$ cat config.mk
export PLATFORM = sky130hd
export DESIGN_NAME = clkmgr_regs
export DESIGN_NICKNAME = d
export VERILOG_FILES = /design/src/rtl/ccm_pkg.sv /design/src/rtl/ccm_busy_gate.sv /design/src/rtl/ccm_phase_step.sv /design/src/rtl/ccm_lock_mon.sv /design/src/rtl/clkmgr_regs.sv
export SDC_FILE = /design/constraint.sdc
export NUM_CORES = 1
export LEC_CHECK = 0
export ABC_AREA = 0
export BUFFER_PORTS_ARGS = -buffer_cell sky130_fd_sc_hd__buf_4
export CAP_MARGIN = 20
export CORE_MARGIN = 3
export CORE_UTILIZATION = 50
export DETAILED_ROUTE_END_ITERATION = 7
export PLACE_DENSITY = 0.77
export SYNTH_ARGS = -nofsm -noshare
export SYNTH_HDL_FRONTEND = slang
export SYNTH_HIERARCHICAL = 1
export SYNTH_SLANG_ARGS = --single-unit
$ cat constraint.sdc
create_clock -name clk -period 6.42 [get_ports clk]
set_clock_uncertainty 0.2 [all_clocks]
set_input_delay 1.284 -clock clk [delete_from_list [all_inputs] [get_ports clk]]
set_output_delay 1.284 -clock clk [all_outputs]
set_load 0.005 [all_outputs]
$ cat src/rtl/ccm_pkg.sv
package ccm_pkg;
  localparam int unsigned NPLL     = 3;
  localparam int unsigned PLL_MAIN = 0;
  localparam int unsigned PLL_PERI = 1;
  localparam int unsigned PLL_SDR  = 2;

  // word addresses
  localparam int unsigned A_BYP   = 0;
  localparam int unsigned A_CTL   = 1;
  localparam int unsigned A_STAT  = 2;
  localparam int unsigned A_LOST  = 3;
  localparam int unsigned A_GATE0 = 4;
  localparam int unsigned A_VCO0  = 7;
  localparam int unsigned A_CTR0  = 10;

  localparam int unsigned STAT_LOCK_LSB = 4;

  // VCO word layout
  localparam int unsigned VCO_W        = 23;
  localparam int unsigned VCO_PDN_BIT  = 2;
  localparam logic [VCO_W-1:0] VCO_RST = VCO_W'(1 << VCO_PDN_BIT);

  // SDRAM counter word layout
  localparam int unsigned CNT_W  = 9;
  localparam int unsigned PH_LSB = 12;
  localparam int unsigned PH_W   = 9;
endpackage

$ cat src/rtl/ccm_busy_gate.sv
module ccm_busy_gate #(
  parameter int unsigned W        = 3,
  parameter int unsigned BUSY_CYC = 8,
  parameter logic [W-1:0] RST_VAL = '0
) (
  input  logic         clk,
  input  logic         rst_n,
  input  logic         load_i,
  input  logic [W-1:0] val_i,
  output logic [W-1:0] pend_o,
  output logic [W-1:0] act_o,
  output logic         busy_o
);
  localparam int unsigned CW = $clog2(BUSY_CYC + 1);

  logic [CW-1:0] cnt_q, cnt_d;
  logic [W-1:0]  pend_q, pend_d;
  logic [W-1:0]  act_q, act_d;

  always_comb begin
    cnt_d  = cnt_q;
    pend_d = pend_q;
    act_d  = act_q;
    if (load_i) begin
      cnt_d  = CW'(BUSY_CYC);
      pend_d = val_i;
    end else if (cnt_q != '0) begin
      cnt_d = cnt_q - 1'b1;
      if (cnt_q == CW'(1)) act_d = pend_q;
    end
  end

  always_ff @(posedge clk or negedge rst_n) begin
    if (!rst_n) begin
      cnt_q  <= '0;
      pend_q <= RST_VAL;
      act_q  <= RST_VAL;
    end else begin
      cnt_q  <= cnt_d;
      pend_q <= pend_d;
      act_q  <= act_d;
    end
  end

  assign pend_o = pend_q;
  assign act_o  = act_q;
  assign busy_o = (cnt_q != '0);

  AST_LOAD_RAISES_BUSY: assert property (@(posedge clk) disable iff (!rst_n)
    load_i |=> busy_o);
  AST_APPLY_AT_BUSY_END: assert property (@(posedge clk) disable iff (!rst_n)
    !$stable(act_q) |-> ($past(busy_o) && !busy_o));
endmodule

$ cat src/rtl/ccm_phase_step.sv
module ccm_phase_step #(
  parameter int unsigned PH_W     = 9,
  parameter int unsigned STEP_CYC = 4
) (
  input  logic            clk,
  input  logic            rst_n,
  input  logic            load_i,
  input  logic [PH_W-1:0] tgt_i,
  output logic [PH_W-1:0] cur_o
);
  localparam int unsigned DW = (STEP_CYC > 1) ? $clog2(STEP_CYC) : 1;
  localparam logic [DW-1:0] DIV_LAST = DW'(STEP_CYC - 1);

  logic [PH_W-1:0] cur_q, cur_d, tgt_q, tgt_d;
  logic [DW-1:0]   div_q, div_d;

  always_comb begin
    cur_d = cur_q;
    tgt_d = tgt_q;
    div_d = div_q;
    if (load_i) begin
      tgt_d = tgt_i;
      div_d = '0;
    end else if (cur_q != tgt_q) begin
      if (div_q == DIV_LAST) begin
        div_d = '0;
        cur_d = (tgt_q > cur_q) ? cur_q + 1'b1 : cur_q - 1'b1;
      end else begin
        div_d = div_q + 1'b1;
      end
    end else begin
      div_d = '0;
    end
  end

  always_ff @(posedge clk or negedge rst_n) begin
    if (!rst_n) begin
      cur_q <= '0;
      tgt_q <= '0;
      div_q <= '0;
    end else begin
      cur_q <= cur_d;
      tgt_q <= tgt_d;
      div_q <= div_d;
    end
  end

  assign cur_o = cur_q;

  AST_PHASE_SINGLE_STEP: assert property (@(posedge clk) disable iff (!rst_n)
    !$stable(cur_q) |-> (((cur_q - $past(cur_q)) == PH_W'(1)) ||
                         (($past(cur_q) - cur_q) == PH_W'(1))));
  AST_PHASE_HOLDS_AT_TARGET: assert property (@(posedge clk) disable iff (!rst_n)
    ((cur_q == tgt_q) && !load_i) |=> $stable(cur_q));
endmodule

$ cat src/rtl/ccm_lock_mon.sv
module ccm_lock_mon #(
  parameter int unsigned N = 3
) (
  input  logic         clk,
  input  logic         rst_n,
  input  logic [N-1:0] lock_i,
  input  logic [N-1:0] clr_i,
  output logic [N-1:0] lost_o
);
  logic [N-1:0] lock_q, lost_q, lost_d, fall;

  always_comb begin
    fall   = lock_q & ~lock_i;
    lost_d = (lost_q & ~clr_i) | fall;
  end

  always_ff @(posedge clk or negedge rst_n) begin
    if (!rst_n) begin
      lock_q <= '0;
      lost_q <= '0;
    end else begin
      lock_q <= lock_i;
      lost_q <= lost_d;
    end
  end

  assign lost_o = lost_q;

  for (genvar g = 0; g < N; g++) begin : g_chk
    AST_LOST_STICKY: assert property (@(posedge clk) disable iff (!rst_n)
      (lost_q[g] && !clr_i[g]) |=> lost_q[g]);
  end
endmodule

$ cat src/rtl/clkmgr_regs.sv
module clkmgr_regs
  import ccm_pkg::*;
#(
  parameter int unsigned ADDR_W   = 4,
  parameter int unsigned DATA_W   = 32,
  parameter int unsigned GATE_W   = 32,
  parameter int unsigned BUSY_CYC = 8,
  parameter int unsigned STEP_CYC = 4,
  parameter int unsigned NCTR     = 4
) (
  input  logic              clk,
  input  logic              rst_n,
  input  logic              bus_wr,
  input  logic              bus_rd,
  input  logic [ADDR_W-1:0] bus_addr,
  input  logic [DATA_W-1:0] bus_wdata,
  output logic [DATA_W-1:0] bus_rdata,
  input  logic [2:0]        pll_lock_i,
  output logic [2:0]        byp_o,
  output logic              safe_o,
  output logic [GATE_W-1:0] gate_main_o,
  output logic [GATE_W-1:0] gate_peri_o,
  output logic [GATE_W-1:0] gate_sdr_o,
  output logic              irq_o
);
  // address decode
  logic            wr_byp, wr_ctl, wr_lost;
  logic [NPLL-1:0] wr_gate, wr_vco;
  logic [NCTR-1:0] wr_ctr;

  always_comb begin
    wr_byp  = bus_wr && (bus_addr == ADDR_W'(A_BYP));
    wr_ctl  = bus_wr && (bus_addr == ADDR_W'(A_CTL));
    wr_lost = bus_wr && (bus_addr == ADDR_W'(A_LOST));
    for (int i = 0; i < NPLL; i++) begin
      wr_gate[i] = bus_wr && (bus_addr == ADDR_W'(A_GATE0 + i));
      wr_vco[i]  = bus_wr && (bus_addr == ADDR_W'(A_VCO0 + i));
    end
    for (int i = 0; i < NCTR; i++) begin
      wr_ctr[i] = bus_wr && (bus_addr == ADDR_W'(A_CTR0 + i));
    end
  end

  // bypass and safe mode, each behind a busy interval
  logic [NPLL-1:0] byp_pend;
  logic            byp_busy, ctl_busy, safe_pend, safe_load;

  ccm_busy_gate #(.W(NPLL), .BUSY_CYC(BUSY_CYC), .RST_VAL({NPLL{1'b1}})) u_byp (
    .clk(clk), .rst_n(rst_n), .load_i(wr_byp), .val_i(bus_wdata[NPLL-1:0]),
    .pend_o(byp_pend), .act_o(byp_o), .busy_o(byp_busy));

  // a 1 in bit 0 leaves safe mode; a 0 keeps the pending state
  assign safe_load = bus_wdata[0] ? 1'b0 : safe_pend;

  ccm_busy_gate #(.W(1), .BUSY_CYC(BUSY_CYC), .RST_VAL(1'b1)) u_ctl (
    .clk(clk), .rst_n(rst_n), .load_i(wr_ctl), .val_i(safe_load),
    .pend_o(safe_pend), .act_o(safe_o), .busy_o(ctl_busy));

  // gate and VCO words
  logic [GATE_W-1:0] gate_q [NPLL];
  logic [GATE_W-1:0] gate_d [NPLL];
  logic [VCO_W-1:0]  vco_q  [NPLL];
  logic [VCO_W-1:0]  vco_d  [NPLL];
  logic [CNT_W-1:0]  cnt_q  [NCTR];
  logic [CNT_W-1:0]  cnt_d  [NCTR];

  always_comb begin
    for (int i = 0; i < NPLL; i++) begin
      gate_d[i] = gate_q[i];
      vco_d[i]  = vco_q[i];
      if (wr_gate[i]) gate_d[i] = bus_wdata[GATE_W-1:0];
      if (wr_vco[i])  vco_d[i]  = bus_wdata[VCO_W-1:0];
    end
    for (int i = 0; i < NCTR; i++) begin
      cnt_d[i] = cnt_q[i];
      if (wr_ctr[i]) cnt_d[i] = bus_wdata[CNT_W-1:0];
    end
  end

  always_ff @(posedge clk or negedge rst_n) begin
    if (!rst_n) begin
      for (int i = 0; i < NPLL; i++) begin
        gate_q[i] <= '1;
        vco_q[i]  <= VCO_RST;
      end
      for (int i = 0; i < NCTR; i++) cnt_q[i] <= '0;
    end else begin
      for (int i = 0; i < NPLL; i++) begin
        gate_q[i] <= gate_d[i];
        vco_q[i]  <= vco_d[i];
      end
      for (int i = 0; i < NCTR; i++) cnt_q[i] <= cnt_d[i];
    end
  end

  assign gate_main_o = gate_q[PLL_MAIN];
  assign gate_peri_o = gate_q[PLL_PERI];
  assign gate_sdr_o  = gate_q[PLL_SDR];

  // SDRAM counter phases
  logic [PH_W-1:0] ph_cur [NCTR];

  for (genvar g = 0; g < NCTR; g++) begin : g_ph
    ccm_phase_step #(.PH_W(PH_W), .STEP_CYC(STEP_CYC)) u_ph (
      .clk(clk), .rst_n(rst_n), .load_i(wr_ctr[g]),
      .tgt_i(bus_wdata[PH_LSB +: PH_W]), .cur_o(ph_cur[g]));
  end

  // lost-lock tracking
  logic [NPLL-1:0] lost, lost_clr;

  assign lost_clr = wr_lost ? bus_wdata[NPLL-1:0] : '0;

  ccm_lock_mon #(.N(NPLL)) u_lock (
    .clk(clk), .rst_n(rst_n), .lock_i(pll_lock_i), .clr_i(lost_clr),
    .lost_o(lost));

  assign irq_o = |lost;

  // read path
  logic [DATA_W-1:0] rd_word, rdata_q;

  always_comb begin
    rd_word = '0;
    if (bus_addr == ADDR_W'(A_BYP))  rd_word[NPLL-1:0] = byp_pend;
    if (bus_addr == ADDR_W'(A_CTL))  rd_word[0] = safe_pend;
    if (bus_addr == ADDR_W'(A_STAT)) begin
      rd_word[0] = byp_busy;
      rd_word[1] = ctl_busy;
      rd_word[STAT_LOCK_LSB +: NPLL] = pll_lock_i;
    end
    if (bus_addr == ADDR_W'(A_LOST)) rd_word[NPLL-1:0] = lost;
    for (int i = 0; i < NPLL; i++) begin
      if (bus_addr == ADDR_W'(A_GATE0 + i)) rd_word[GATE_W-1:0] = gate_q[i];
      if (bus_addr == ADDR_W'(A_VCO0 + i))  rd_word[VCO_W-1:0]  = vco_q[i];
    end
    for (int i = 0; i < NCTR; i++) begin
      if (bus_addr == ADDR_W'(A_CTR0 + i)) begin
        rd_word[CNT_W-1:0]       = cnt_q[i];
        rd_word[PH_LSB +: PH_W]  = ph_cur[i];
      end
    end
  end

  always_ff @(posedge clk or negedge rst_n) begin
    if (!rst_n)      rdata_q <= '0;
    else if (bus_rd) rdata_q <= rd_word;
  end

  assign bus_rdata = rdata_q;

  AST_SAFE_STAYS_OFF: assert property (@(posedge clk) disable iff (!rst_n)
    !safe_o |=> !safe_o);
endmodule

Word level (Yosys, flattened, before mapping). Cells that the tools add are included.

Word-level logic and storage cells: 149. Memory bits (read-only): 0. Input bits: 43. Register bits: 335. Memories kept: 0. Bits in latches: 0. Output and inout port bits: 133. Bits in writable memories: 0.

$lt $le $gt $ge: 4. $mul: 0. Add/subtract/negate cells: 14. Reductions and logical operators: 26. Muxes and demuxes: 40. Bitwise logic cells: 11. Eq/ne operators: 23. Div/mod/pow operators: 0. Shifts and indexed selects: 0.

Operators with widths (count): $mux W9 (12); $mux W32 (3); $mux W23 (3); $add A9 B1 Y9 const B (4); $gt A9 B9 Y1 (4); $ne A9 B9 Y1 (4); $sub A9 B1 Y9 const B (4); $mux W2 (13); $eq A4 B4 Y1 const B (6); $reduce_and A3 Y1 (6); $eq A4 B3 Y1 const B (4); $mux W4 (4); $logic_and A1 B1 Y1 (13); $eq A4 B1 Y1 const B (3); $mux W3 (4); $add A2 B1 Y2 const B (4); $eq A2 B2 Y1 const B (4); $eq A4 B2 Y1 const B (2); $reduce_bool A4 Y1 (2); $sub A4 B1 Y4 const B (2); $and A3 B3 Y3 (2); $not A1 Y1 (6); $not A3 Y3 (2); $logic_not A4 Y1 (1); other kinds (5) (6).

Longest topological paths before layout. Gate-level depths: netlist of run 1.

Word-level depth: 15. Mapped depth: 15. Mapped depth without buffers: 15.

Cells and area by module. Netlist of run 1, hierarchy kept.

Modules (own cells, without submodules): clkmgr_regs (instances 1, cells an instance 948, area each 11360.9 um^2, sequential area each 5954.5 um^2); ccm_phase_step (g_ph[0].u_ph ...) (instances 3, cells an instance 126, area each 1297.5 um^2, sequential area each 500.5 um^2); ccm_phase_step (g_ph[1].u_ph) (instances 1, cells an instance 126, area each 1291.2 um^2, sequential area each 500.5 um^2); ccm_busy_gate (u_byp) (instances 1, cells an instance 36, area each 488.0 um^2, sequential area each 257.7 um^2); ccm_busy_gate (u_ctl) (instances 1, cells an instance 28, area each 325.3 um^2, sequential area each 152.6 um^2); ccm_lock_mon (instances 1, cells an instance 15, area each 210.2 um^2, sequential area each 150.1 um^2).

Worst setup path after synthesis of run 1. No wires, ideal clock.

Kind: input to register. Start point: input bus_addr[3]. End point: register g_ph[3].u_ph.cur_q[8]. Setup time: 0.123 ns. Cell stages on the path: 11. Data arrival time: 3.128 ns. Setup slack: 2.968 ns. Data required time: 6.097 ns. Buffers on the path: 4. Cell sequence: buf_2 and4b_1 buf_2 buf_4 nand2_1 inv_1 or3b_1 buf_6 nor2b_1 mux2i_1 xnor2_1.

Longest elaborated chain between the ends: 4.

Ends and longest elaborated chain: from (decl) (line clkmgr_regs.sv:15) `input logic [ADDR_W-1:0] bus_addr,`; $eq A4 B4 Y1 (line clkmgr_regs.sv:40) `wr_ctr[i] = bus_wr && (bus_addr == ADDR_W'(A_CTR0 + i));`; $logic_and A1 B1 Y1 (line clkmgr_regs.sv:40); net wr_ctr[3] (line clkmgr_regs.sv:29) `logic [NCTR-1:0] wr_ctr;`; $not A1 Y1 (no line); $reduce_and A3 Y1 (no line); to (signal assigned) (line ccm_phase_step.sv:42) `cur_q <= cur_d;`; to (decl) (line ccm_phase_step.sv:14) `logic [PH_W-1:0] cur_q, cur_d, tgt_q, tgt_d;`.

The timed path passes the listed nets, and every way through them passes these cells. A chain may end at the register's enable or synchronous reset.

Worst setup path in the final report of run 1.
Start point: input bus_addr[0]. End point: register g_ph[1].u_ph.cur_q[8].

Longest elaborated chain between the ends: 4.

Ends and longest elaborated chain (line): $eq A4 B4 Y1 (clkmgr_regs.sv:40); $logic_and A1 B1 Y1 (clkmgr_regs.sv:40); net wr_ctr[1] (clkmgr_regs.sv:29); $not A1 Y1 (no line); $reduce_and A3 Y1 (no line); to (signal assigned) (ccm_phase_step.sv:42); to (decl) (ccm_phase_step.sv:14).

The timed path passes the listed nets, and every way through them passes these cells.

==> run_results.csv, run 1 <==
group,metric,value,unit
outcome,status,"finished clean",
place,hpwl,31.6,mm
drt,vias,12900,
clock_tree,numCtsBuffers,39,
clock_tree,insertion_delay,0.53,ns
setup_path,path_class,"input pin to flop",
global_routing,grt_pass1_wl,75.4,mm
place,gp_congestion,0.861,
setup_path,cp.arrival,4.50,ns
layout,layout-drive-gt1-share,37.2,%
global_routing,grtUsageTotal,24.8,%
die,start_util,50.7,%
die,coreArea,0.0346,mm2
drt,drc,0,
clock_tree,cts_tree,"done",
global_routing,antenna_found_initial,0,
yosys,synth_largest_area_cell,"dfrtp_1",
global_routing,grt_pass1_vias,13200,
setup_path,crit_path_max_fanout,55,
clock_tree,cts.clk_slew.worst_paths,0.05,ns
drt,wl_per_cell,21.9,um
timing,period_needed,4.26,ns
timing,tns,0,ns
timing,fmax,235,MHz
yosys,yosysTopAreaCellShare,32.5,%
yosys,avgSynthCellArea,11.5,um2
clock_tree,htree_levels,2,
clock_tree,cts_setup_buffers,0,
flow_run,maxCapViolCount,0,
clock_tree,cts_hold_buf,0,
timing,rsz0062_at_grt,"false",
setup_path,end_kind,"flop",
timing,max_slew_margin,30.7,%
drt,wirelength,47.2,mm
global_routing,grt_max_degree,150,
clock_tree,ctsResizeCount,0,
layout,final_nets,1789,
global_routing,grt_overflow,0,
setup_path,cp-start-kind,"input pin",
clock_tree,cts.sinks,335,
timing,setup_violations,0,
clock_tree,clock_path_buffers,3,
yosys,ys_async_sr_fraction,100,%
yosys,yosysWarnings,6,
die,dieArea,0.0374,mm2
die,die_h,193,um
drt,route.met3.wl,3.12,mm
yosys,synth.net_count,1652,
clock_tree,cts_root_buffer,"clkbuf_16",
yosys,synth-edff-count,0,
place,placed_cells,2082,
drt,topRoutingLayerUsed,"met4",
drt,wl_met2,22.1,mm
yosys,yosysMostFrequentCell,"mux2_2",
power_and_ir_drop,leakagePower,0.00912,uW
yosys,synth-seq-cells,335,
yosys,synthDistinctLibCells,80,
min_path,min_path_type,"flop to flop",
yosys,netlist_top_cells_area,"dfrtp_1, dfstp_2, mux2_2",
timing,slew_viol_final,0,
drt,drt_first_pass_iters,5,
timing,worst_slew_pin_slew,1.04,ns
setup_path,critPathRequiredTime,6.66,ns
die,fp.dieW,193,um
timing,timing.final.hold_violations,0,
power_and_ir_drop,total_power,8740,uW
yosys,synthFlopType,"dfrtp_1",
layout,finalNonFillerCells,2153,
timing,period_share,66.4,%
yosys,yosysSeqAreaShare,48.5,%
place,port_buffers,175,
power_and_ir_drop,power.density,430,mW/mm2
yosys,synth_commonest_cells,"mux2_2, dfrtp_1, dfstp_2",
place,place_ws,1.71,ns
power_and_ir_drop,peakVddDrop,0.000198,V
die,io_pins,176,
layout,antennaDiodeCount,0,
drt,drt_iter0_markers,903,
die,rows,68,
yosys,netlist_area,0.0176,mm2
timing,fin_ws,2.16,ns
drt,ant_nets,0,
drt,via_per_inst,5.98,
yosys,syn_inst,1531,
layout,syn_to_final_growth,15.6,%
drt,wl_met1,20.3,mm
## area by class of cell
cell class | count | area (um2)
Inverter | 82 | 308
Fill cell | 2819 | 14300
Clock inverter | 12 | 129
Sequential cell | 335 | 8520
Clock buffer | 59 | 1130
Multi-Input combinational cell | 1023 | 8220
Timing Repair Buffer | 187 | 1440
Tap cell | 455 | 569
## logic make-up after synthesis
| group | count (synthesis) | share of synthesized area (%) |
|---|---|---|
| AOI/OAI and AO/OA | 334 | 12.7 |
| muxes | 284 | 17.9 |
| adders and majority gates | 78 | 5.73 |
| DFF | 335 | 48.5 |
| xor gates and xnor gates | 31 | 1.55 |
| buffers and inverters | 173 | 4.79 |
| and+or+nand+nor | 296 | 8.89 |
## worst paths after layout
check / start / endpoint / slack (ns) / cells past startpoint
max: bus_addr[0] / g_ph[1].u_ph/cur_o[8] / 2.16 / 10
min: g_ph[0].u_ph/div_q[0] / g_ph[0].u_ph/div_q[0] / 0.24 / 1
max reg2reg: g_ph[1].u_ph/cur_o[4] / g_ph[1].u_ph/cur_o[7] / 2.68 / 14
min reg2reg: g_ph[0].u_ph/div_q[0] / g_ph[0].u_ph/div_q[0] / 0.24 / 1
max in group asynchronous: rst_n / cnt_q[13] / 3.84 / 2
min in group asynchronous: rst_n / g_ph[2].u_ph/cur_o[5] / 0.64 / 1
## cells in the final DEF (no fill, tap or decap), drive strengths merged, types with 7 or more instances in the layout
cell type and count:
dfstp 107, nor4 7, and2 11, o41ai 7, nand2 77, o21a 14
mux2i 45, nand2b 23, or2 8, buf 187, nor2 78, ha 74
a31oi 8, a221oi 12, a2111oi 11, clkbuf 59, xor2 20, nand3 21
nor2b 23, a22o 10, a211oi 20, dfrtp 228, a21o 10, nor3 12
a21oi 78, inv 84, o22ai 32, clkinv 7, o21ai 84, mux2 239
a22oi 7, xnor2 11
## routing by layer
layer  up-vias  global-route usage (%)
li1       5781                       -
met1      6490                    33.8
met2       500                    39.7
met3       100                    4.51
met4         0                    9.30
met5         -                       0
## report_power, final
part / internal [uW] / total (uW) / switching (uW)
Clock: 1300 / 2190 / 884
Combinational: 1590 / 3210 / 1630
Sequential: 2790 / 3340 / 555
Total: 5680 / 8740 / 3070
## critical path, stage by stage
cell     delay [ns]
buf_4          0.49
buf_4          0.74
and2_1         0.39
nand2_1        0.17
nor2_2         0.12
buf_4          0.33
or3b_1         0.47
nor2b_1        0.11
mux2i_1        0.18
xnor2_1        0.14
## sequential cells by signal, summed over array words and instances, names as in the netlist
register and cells:
g_ph.u_ph/cur_o 36, u_byp/act_o 3, gate_peri_o 32, gate_main_o 32, u_byp/cnt_q 4, u_lock/lock_q 3
u_lock/lost_o 3, gate_sdr_o 32, bus_rdata 32, u_ctl/cnt_q 4, u_byp/pend_o 3, u_ctl/pend_o 1
g_ph.u_ph/tgt_q 36, u_ctl/act_o 1, cnt_q 36, vco_q 69, g_ph.u_ph/div_q 8
## stage by stage
| stage | util (%) | instance area [um2] | hold WS, ns |
|---|---|---|---|
| final | 58.7 | 20300 | 0.239 |
| after global routing | 58.7 | 20300 | 0.251 |
| after CTS | 58.7 | 20300 | 0.242 |
| after detailed placement | 55.0 | 19100 | 0.231 |
| after global placement | 54.9 | 19000 | 0.226 |
| after floorplan | - | 17600 | 0.216 |
No activity file was read; power rests on OpenSTA's default activity.
==> run 2: changes to the inputs <==
ABC_AREA = 1   (was 0)
clock period = 4.19 ns   (was 6.42 ns; I/O delays follow)
==> run 2 against run 1 <==
  * Utilization increased by 1.9 points
  * Cell area decreased by 1.5%
  * Wire length decreased by 1.6%
  * Setup slack lost 0.95 ns
  * Via count is 11% higher
  * Synthesized cell count is 31% higher
  * Critical path depth is 6 higher
  * Hold slack worse by 0.14 ns
  * Sequential power rose by 47%
  * Critical path type is now flop to flop
  * Highest routed layer unchanged
==> run_results.csv, run 2 <==
group,metric,value,unit
setup_path,path_cells,"inv_1 > ha_1 > nand2_1 > nand2_1 > a21oi_1 > nand3_2 > nand2_2 > inv_1 > fa_1 > nand3b_1 > nand2_1 > a21oi_2 > nand3_1 > nand3_2 > nand2_1 > nand2_1",
setup_path,path_class,"flop to flop",
min_path,min_path_type,"input pin to async pin",
flow_run,maxCapViolCount,0,
yosys,synth-seq-cells,335,
yosys,synth.net_count,2134,
power_and_ir_drop,seqPwrFrac,35.2,%
drt,ant_nets,0,
power_and_ir_drop,p_switching,5320,uW
layout,syn_to_final_growth,17.6,%
die,start_util,51.5,%
die,io_pins,176,
layout,antennaDiodeCount,0,
global_routing,antenna_found_initial,0,
timing,period_share,71.2,%
clock_tree,htree_levels,2,
yosys,synth-edff-count,0,
drt,drt_iter0_markers,1092,
place,place_ws,0.853,ns
setup_path,slowest_stage,"dfrtp_1",
setup_path,rr_worst_depth,16,
global_routing,grt_pass1_wl,75.0,mm
power_and_ir_drop,p_clk_share,24.5,%
clock_tree,insertion_delay,0.52,ns
power_and_ir_drop,comb_power_share,40.3,%
setup_path,end_kind,"flop",
timing,fin_ws,1.21,ns
setup_path,cp_common_cell,"nand2_1",
clock_tree,cts_hold_buf,0,
place,port_buffers,175,
timing,setup_violations,0,
layout,layout-drive-gt1-share,21.7,%
layout,largest_reg_flops,69,
layout,fin_area,0.0200,mm2
drt,wirelength,46.4,mm
place,hpwl,32.9,mm
timing,timing.final.hold_violations,0,
timing,slew_viol_final,0,
clock_tree,cts_tree,"done",
power_and_ir_drop,p_sw_share,38.1,%
drt,via_per_inst,5.40,
yosys,yosysMostFrequentCell,"nand2_1",
die,rows,66,
global_routing,grt_pass1_vias,14200,
clock_tree,numCtsBuffers,37,
drt,drt_first_pass_iters,6,
timing,period_needed,2.98,ns
layout,final_nets,2293,
setup_path,cpPeakStageDelay,0.46,ns
die,die_h,190,um
clock_tree,ctsResizeCount,0,
clock_tree,cts.clk_slew.worst_paths,0.06,ns
layout,regMostFlops,"vco_q",
drt,vias,14300,
global_routing,grt_overflow,0,
power_and_ir_drop,peakVddDrop,0.000372,V
clock_tree,cts.sinks,335,
place,dpl_cell_area,0.0187,mm2
yosys,avgSynthCellArea,8.45,um2
die,coreArea,0.0330,mm2
drt,drc,0,
yosys,ys_async_sr_fraction,100,%
timing,fmax,335,MHz
timing,tns,0,ns
clock_tree,cts_root_buffer,"clkbuf_16",
global_routing,grt_max_degree,95,
yosys,synthFlopType,"dfrtp_1",
clock_tree,clock_path_buffers,3,
die,fp.dieW,190,um
yosys,netlist_area,0.0170,mm2
power_and_ir_drop,p_int,8630,uW
timing,worst_slew_pin_slew,0.826,ns
setup_path,cp-start-kind,"flop",
setup_path,crit_path_max_fanout,9,
die,dieArea,0.0363,mm2
yosys,netlist_top_cells_area,"dfrtp_1, dfstp_2, nand2_1",
power_and_ir_drop,leakagePower,0.0100,uW
yosys,yosysSeqAreaShare,50.0,%
yosys,yosysWarnings,6,
timing,rsz0062_at_grt,"false",
outcome,status,"finished clean",
layout,layout_commonest_cell,"nand2_1",
drt,wl_per_cell,17.6,um
yosys,syn_inst,2013,
place,gp_congestion,0.915,
power_and_ir_drop,power.density,697,mW/mm2
setup_path,cp.arrival,3.18,ns
yosys,synth_largest_area_cell,"dfrtp_1",
yosys,synthDistinctLibCells,43,
clock_tree,cts_setup_buffers,0,
yosys,yosysTopAreaCellShare,33.5,%
layout,layout_common_cells,"nand2_1, dfrtp_1, buf_4",
global_routing,grtUsageTotal,25.9,%
timing,max_slew_margin,44.7,%
setup_path,critPathRequiredTime,4.39,ns
yosys,synth_commonest_cells,"nand2_1, dfrtp_1, inv_1",
-- run 2: cell count changes after synthesis, sizes merged, moves of 39 or more --
cell | previous run | this run
nand3 | 21 | 76
o21ai | 84 | 247
nand2 | 77 | 758
mux2i | 45 | 0
mux2 | 239 | 0
buf | 68 | 29
inv | 82 | 192
-- run 2: layout make-up --
class | instances | area (um2)
clock buffer | 54 | 1090
multi-input combinational | 1412 | 7390
tap | 442 | 553
inverter | 200 | 801
clock inverter | 14 | 208
sequential | 335 | 8520
timing repair buffer | 186 | 1450
fill | 2861 | 13000
-- run 2: metal layers --
metal	GRT usage, %	vias to the layer above	wire, um
li1	-	6800	-
met1	33.4	6904	19000
met2	44.7	454	23000
met3	3.05	108	2620
met4	10.2	0	1850
met5	0	-	0
-- run 2: per-stage QoR --
step	power (uW)	utilization (%)	hold WS (ns)	cells
global route	15000	60.6	0.139	2643
detailed placement	10500	56.7	0.235	2575
global placement	10300	56.7	0.224	2575
CTS	14000	60.6	0.124	2643
floorplan	8930	-	0.215	2013
finish	13900	60.6	0.0967	2643
-- run 2: worst max-delay path: cells and delay by family (launching register included) --
kind            cells  cell delay, ns
buf+inv             2            0.17
fa+ha+maj           2            0.72
compound gates      2            0.24
flops               1            0.46
simple gates       10            1.08
-- run 2: cell families (layout without fill, tap and decap cells) --
group           Yosys count  in the layout  synth area share, %
flops                   335            335                 50.0
xor+xnor                 22             22                 1.13
buf+inv                 266            454                 6.56
simple gates            969            969                 25.3
fa+ha+maj                78             78                 5.91
compound gates          343            343                 11.1
-- run 2: power by group through the flow --
stage	combinational [uW]	clock, uW	sequential [uW]
floorplan	4200	0	4730
global placement	5340	0	4910
detailed placement	5600	0	4940
CTS	5640	3470	4900
global route	6400	3620	5000
finish	5620	3420	4910
-- run 2: worst paths after layout --
check | from | to | slack, ns
max | g_ph[0].u_ph/cur_o[6] | g_ph[0].u_ph/cur_o[8] | 1.21
min | rst_n | u_lock/lock_q[0] | 0.1
max reg2reg | g_ph[0].u_ph/cur_o[6] | g_ph[0].u_ph/cur_o[8] | 1.21
min reg2reg | g_ph[3].u_ph/div_q[0] | g_ph[3].u_ph/div_q[0] | 0.24
max in group asynchronous | rst_n | gate_sdr_o[15] | 2.71
min in group clk | g_ph[3].u_ph/div_q[0] | g_ph[3].u_ph/div_q[0] | 0.24
==> run 3: changes to the inputs <==
PLACE_DENSITY = 0.8   (was 0.77)
clock period = 2.55 ns   (was 4.19 ns; I/O delays follow)
==> run 3 against run 2 <==
  * The flow now finishes with violations (setup timing)
  * Setup slack got worse by 1.6 ns
  * Final cell count up 7.2%
  * Clock-buffer cell count grew 1
  * Utilization rose by 8.7 points
  * Cell area up 14%
  * Sequential power is 63% higher
  * Die area is the same
  * Hold slack lost 0.087 ns
  * Fmax shrank 0.19%
  * Clock power rose by 76%
  * Power grew 120%
  * Sequential share of layout area decreased by 5.3 points
==> run_results.csv, run 3 (synthesis results as in run 2) <==
group,metric,value,unit
global_routing,grtUsageTotal,28.5,%
layout,final_nets,2482,
clock_tree,cts.sinks,335,
setup_path,path_class,"flop to flop",
clock_tree,insertion_delay,0.52,ns
drt,ant_nets,0,
timing,fin_ws,-0.437,ns
drt,drt_iter0_markers,1911,
layout,layout_common_cells,"nand2_1, buf_4, dfrtp_1",
layout,layout_commonest_cell,"nand2_1",
layout,syn_to_final_growth,34.4,%
timing,fmax,335,MHz
layout,regMostFlops,"vco_q",
setup_path,r2r-start,"g_ph[2].u_ph/cur_o[1]",
timing,timing.final.hold_violations,0,
power_and_ir_drop,comb_power_share,54.2,%
layout,fin_area,0.0229,mm2
die,rows,66,
clock_tree,cts.clk_slew.worst_paths,0.07,ns
setup_path,crit_path_max_fanout,8,
place,hpwl,35.3,mm
min_path,hp-start,"bus_wdata[1]",
die,die_h,190,um
min_path,min_path_type,"input pin to flop",
timing,period_share,117,%
clock_tree,numCtsBuffers,37,
global_routing,grt_pass1_vias,15500,
layout,nFillCells,2234,
clock_tree,cts_root_buffer,"clkbuf_16",
timing,rsz0062_at_grt,"true",
place,gp_congestion,0.902,
power_and_ir_drop,p_switching,12200,uW
power_and_ir_drop,peakVddDrop,0.00123,V
drt,drc,0,
drt,drt_first_pass_iters,6,
flow_run,maxCapViolCount,0,
power_and_ir_drop,p_sw_share,40.0,%
timing,tns,-5.09,ns
setup_path,r2r_end,"g_ph[2].u_ph/cur_o[8]",
timing,max_slew_margin,62.1,%
min_path,min_path_cells,3,
setup_path,cp-start-kind,"flop",
drt,via_per_inst,5.78,
die,io_pins,176,
power_and_ir_drop,leakagePower,0.0111,uW
layout,multiInputGateArea,0.00861,mm2
timing,setup_violations,25,
setup_path,cp.arrival,3.19,ns
timing,hold_slack,0.00992,ns
global_routing,grt_pass1_wl,82.3,mm
die,fp.dieW,190,um
outcome,violations,"setup timing",
timing,worst_slew_pin_slew,0.569,ns
power_and_ir_drop,power.density,1340,mW/mm2
clock_tree,cts_tree,"done",
setup_path,rr_worst_depth,17,
global_routing,antenna_found_initial,0,
power_and_ir_drop,p_clk_share,19.7,%
drt,vias,16400,
layout,antennaDiodeCount,0,
clock_tree,htree_levels,2,
drt,wirelength,58.6,mm
setup_path,r2r_slack,-0.44,ns
power_and_ir_drop,p_int,18300,uW
clock_tree,clock_path_buffers,3,
timing,period_needed,2.99,ns
die,coreArea,0.0330,mm2
die,dieArea,0.0363,mm2
setup_path,critPathRequiredTime,2.75,ns
die,start_util,51.5,%
place,place_ws,-0.212,ns
place,dpl_cell_area,0.0197,mm2
global_routing,grt_max_degree,76,
setup_path,end_kind,"flop",
place,port_buffers,175,
global_routing,grt_overflow,0,
power_and_ir_drop,seqPwrFrac,26.1,%
outcome,status,"finished, violations left",
timing,slew_viol_final,0,
layout,register_area,0.00852,mm2
drt,wl_per_cell,20.7,um
layout,largest_reg_flops,69,
layout,layout-drive-gt1-share,34.8,%
min_path,whs_endpoint,"u_byp/pend_o[1]",
-- run 3: cell types whose count changed in the layout (fill, tap and decap cells not counted), moves of 16 or more --
| cell | before | now |
|---|---|---|
| a21oi_1 | 64 | 46 |
| buf_4 | 181 | 341 |
| buf_6 | 0 | 18 |
| ha_1 | 74 | 25 |
| ha_4 | 0 | 49 |
| inv_1 | 170 | 144 |
| inv_2 | 22 | 45 |
| nand2_1 | 724 | 690 |
| nand2_2 | 27 | 46 |
| nand3_1 | 64 | 48 |
-- run 3: timing repair --
item,CTS,global route
cloned,2,0
endpoints found under the hold margin,47,0
pin swaps,74,90
setup buffers,29,31
gates resized for setup,98,120
hold buffers,4,0
endpoints found under the setup margin,21,28
-- run 3: through the flow --
step,instances,util [%],power (uW)
floorplan,2013,-,14800
global placement,2701,59.8,18300
detailed placement,2701,59.8,18800
CTS,2804,66.8,26800
global route,2832,69.3,31900
finish,2832,69.3,30500
-- run 3: final cells by class --
cell class	instances	share of cell area (%)
Multi-Input combinational cell	1414	37.6
Sequential cell	335	37.2
Timing Repair Buffer	373	13.1
Clock buffer	55	4.97
Inverter	200	3.53
Tap cell	442	2.42
Clock inverter	13	1.09
-- run 3: worst max path at each step --
stage / startpoint / end / slack, ns / cells past startpoint
detailed placement: g_ph[2].u_ph/cur_o[7] / g_ph[2].u_ph/cur_o[8] / -0.21 / 17
global placement: g_ph[2].u_ph/cur_o[7] / g_ph[2].u_ph/cur_o[8] / -0.08 / 16
CTS: g_ph[1].u_ph/tgt_q[6] / g_ph[1].u_ph/cur_o[8] / -0.10 / 18
finish: g_ph[2].u_ph/cur_o[1] / g_ph[2].u_ph/cur_o[8] / -0.44 / 17
floorplan: g_ph[3].u_ph/cur_o[8] / g_ph[3].u_ph/cur_o[8] / 0.008 / 16
global route: g_ph[0].u_ph/cur_o[3] / g_ph[0].u_ph/cur_o[8] / -0.46 / 18
-- run 3: power groups by stage --
stage	Combinational [uW]	Sequential, uW	Clock [uW]
final	16500	7990	6010
after global routing	17500	8100	6280
after CTS	12900	7850	6030
after detailed placement	10900	7880	0
after global placement	10500	7820	0
after floorplan	7020	7770	0
-- run 3: critical path, cell delays in order (launching register included) --
cell and delay (ns):
dfrtp_1 0.39, inv_1 0.09, ha_1 0.34, nand2_2 0.10, nor2_2 0.13, nand3_2 0.12
nand3_4 0.15, nand2_8 0.11, buf_6 0.14, ha_4 0.26, nand3b_1 0.12, nand2_2 0.13
a21oi_4 0.20, inv_2 0.07, nand2_2 0.09, nand3_2 0.06, nand2_1 0.08, nand2_1 0.08
-- run 3: metal layers --
| layer | vias up | track usage [%] | share of wire, % |
|---|---|---|---|
| li1 | 7202 | - | - |
| met1 | 7918 | 35.9 | 37 |
| met2 | 966 | 48.8 | 48 |
| met3 | 287 | 3.88 | 8.5 |
| met4 | 0 | 13.3 | 6.8 |
| met5 | - | 0 | 0 |
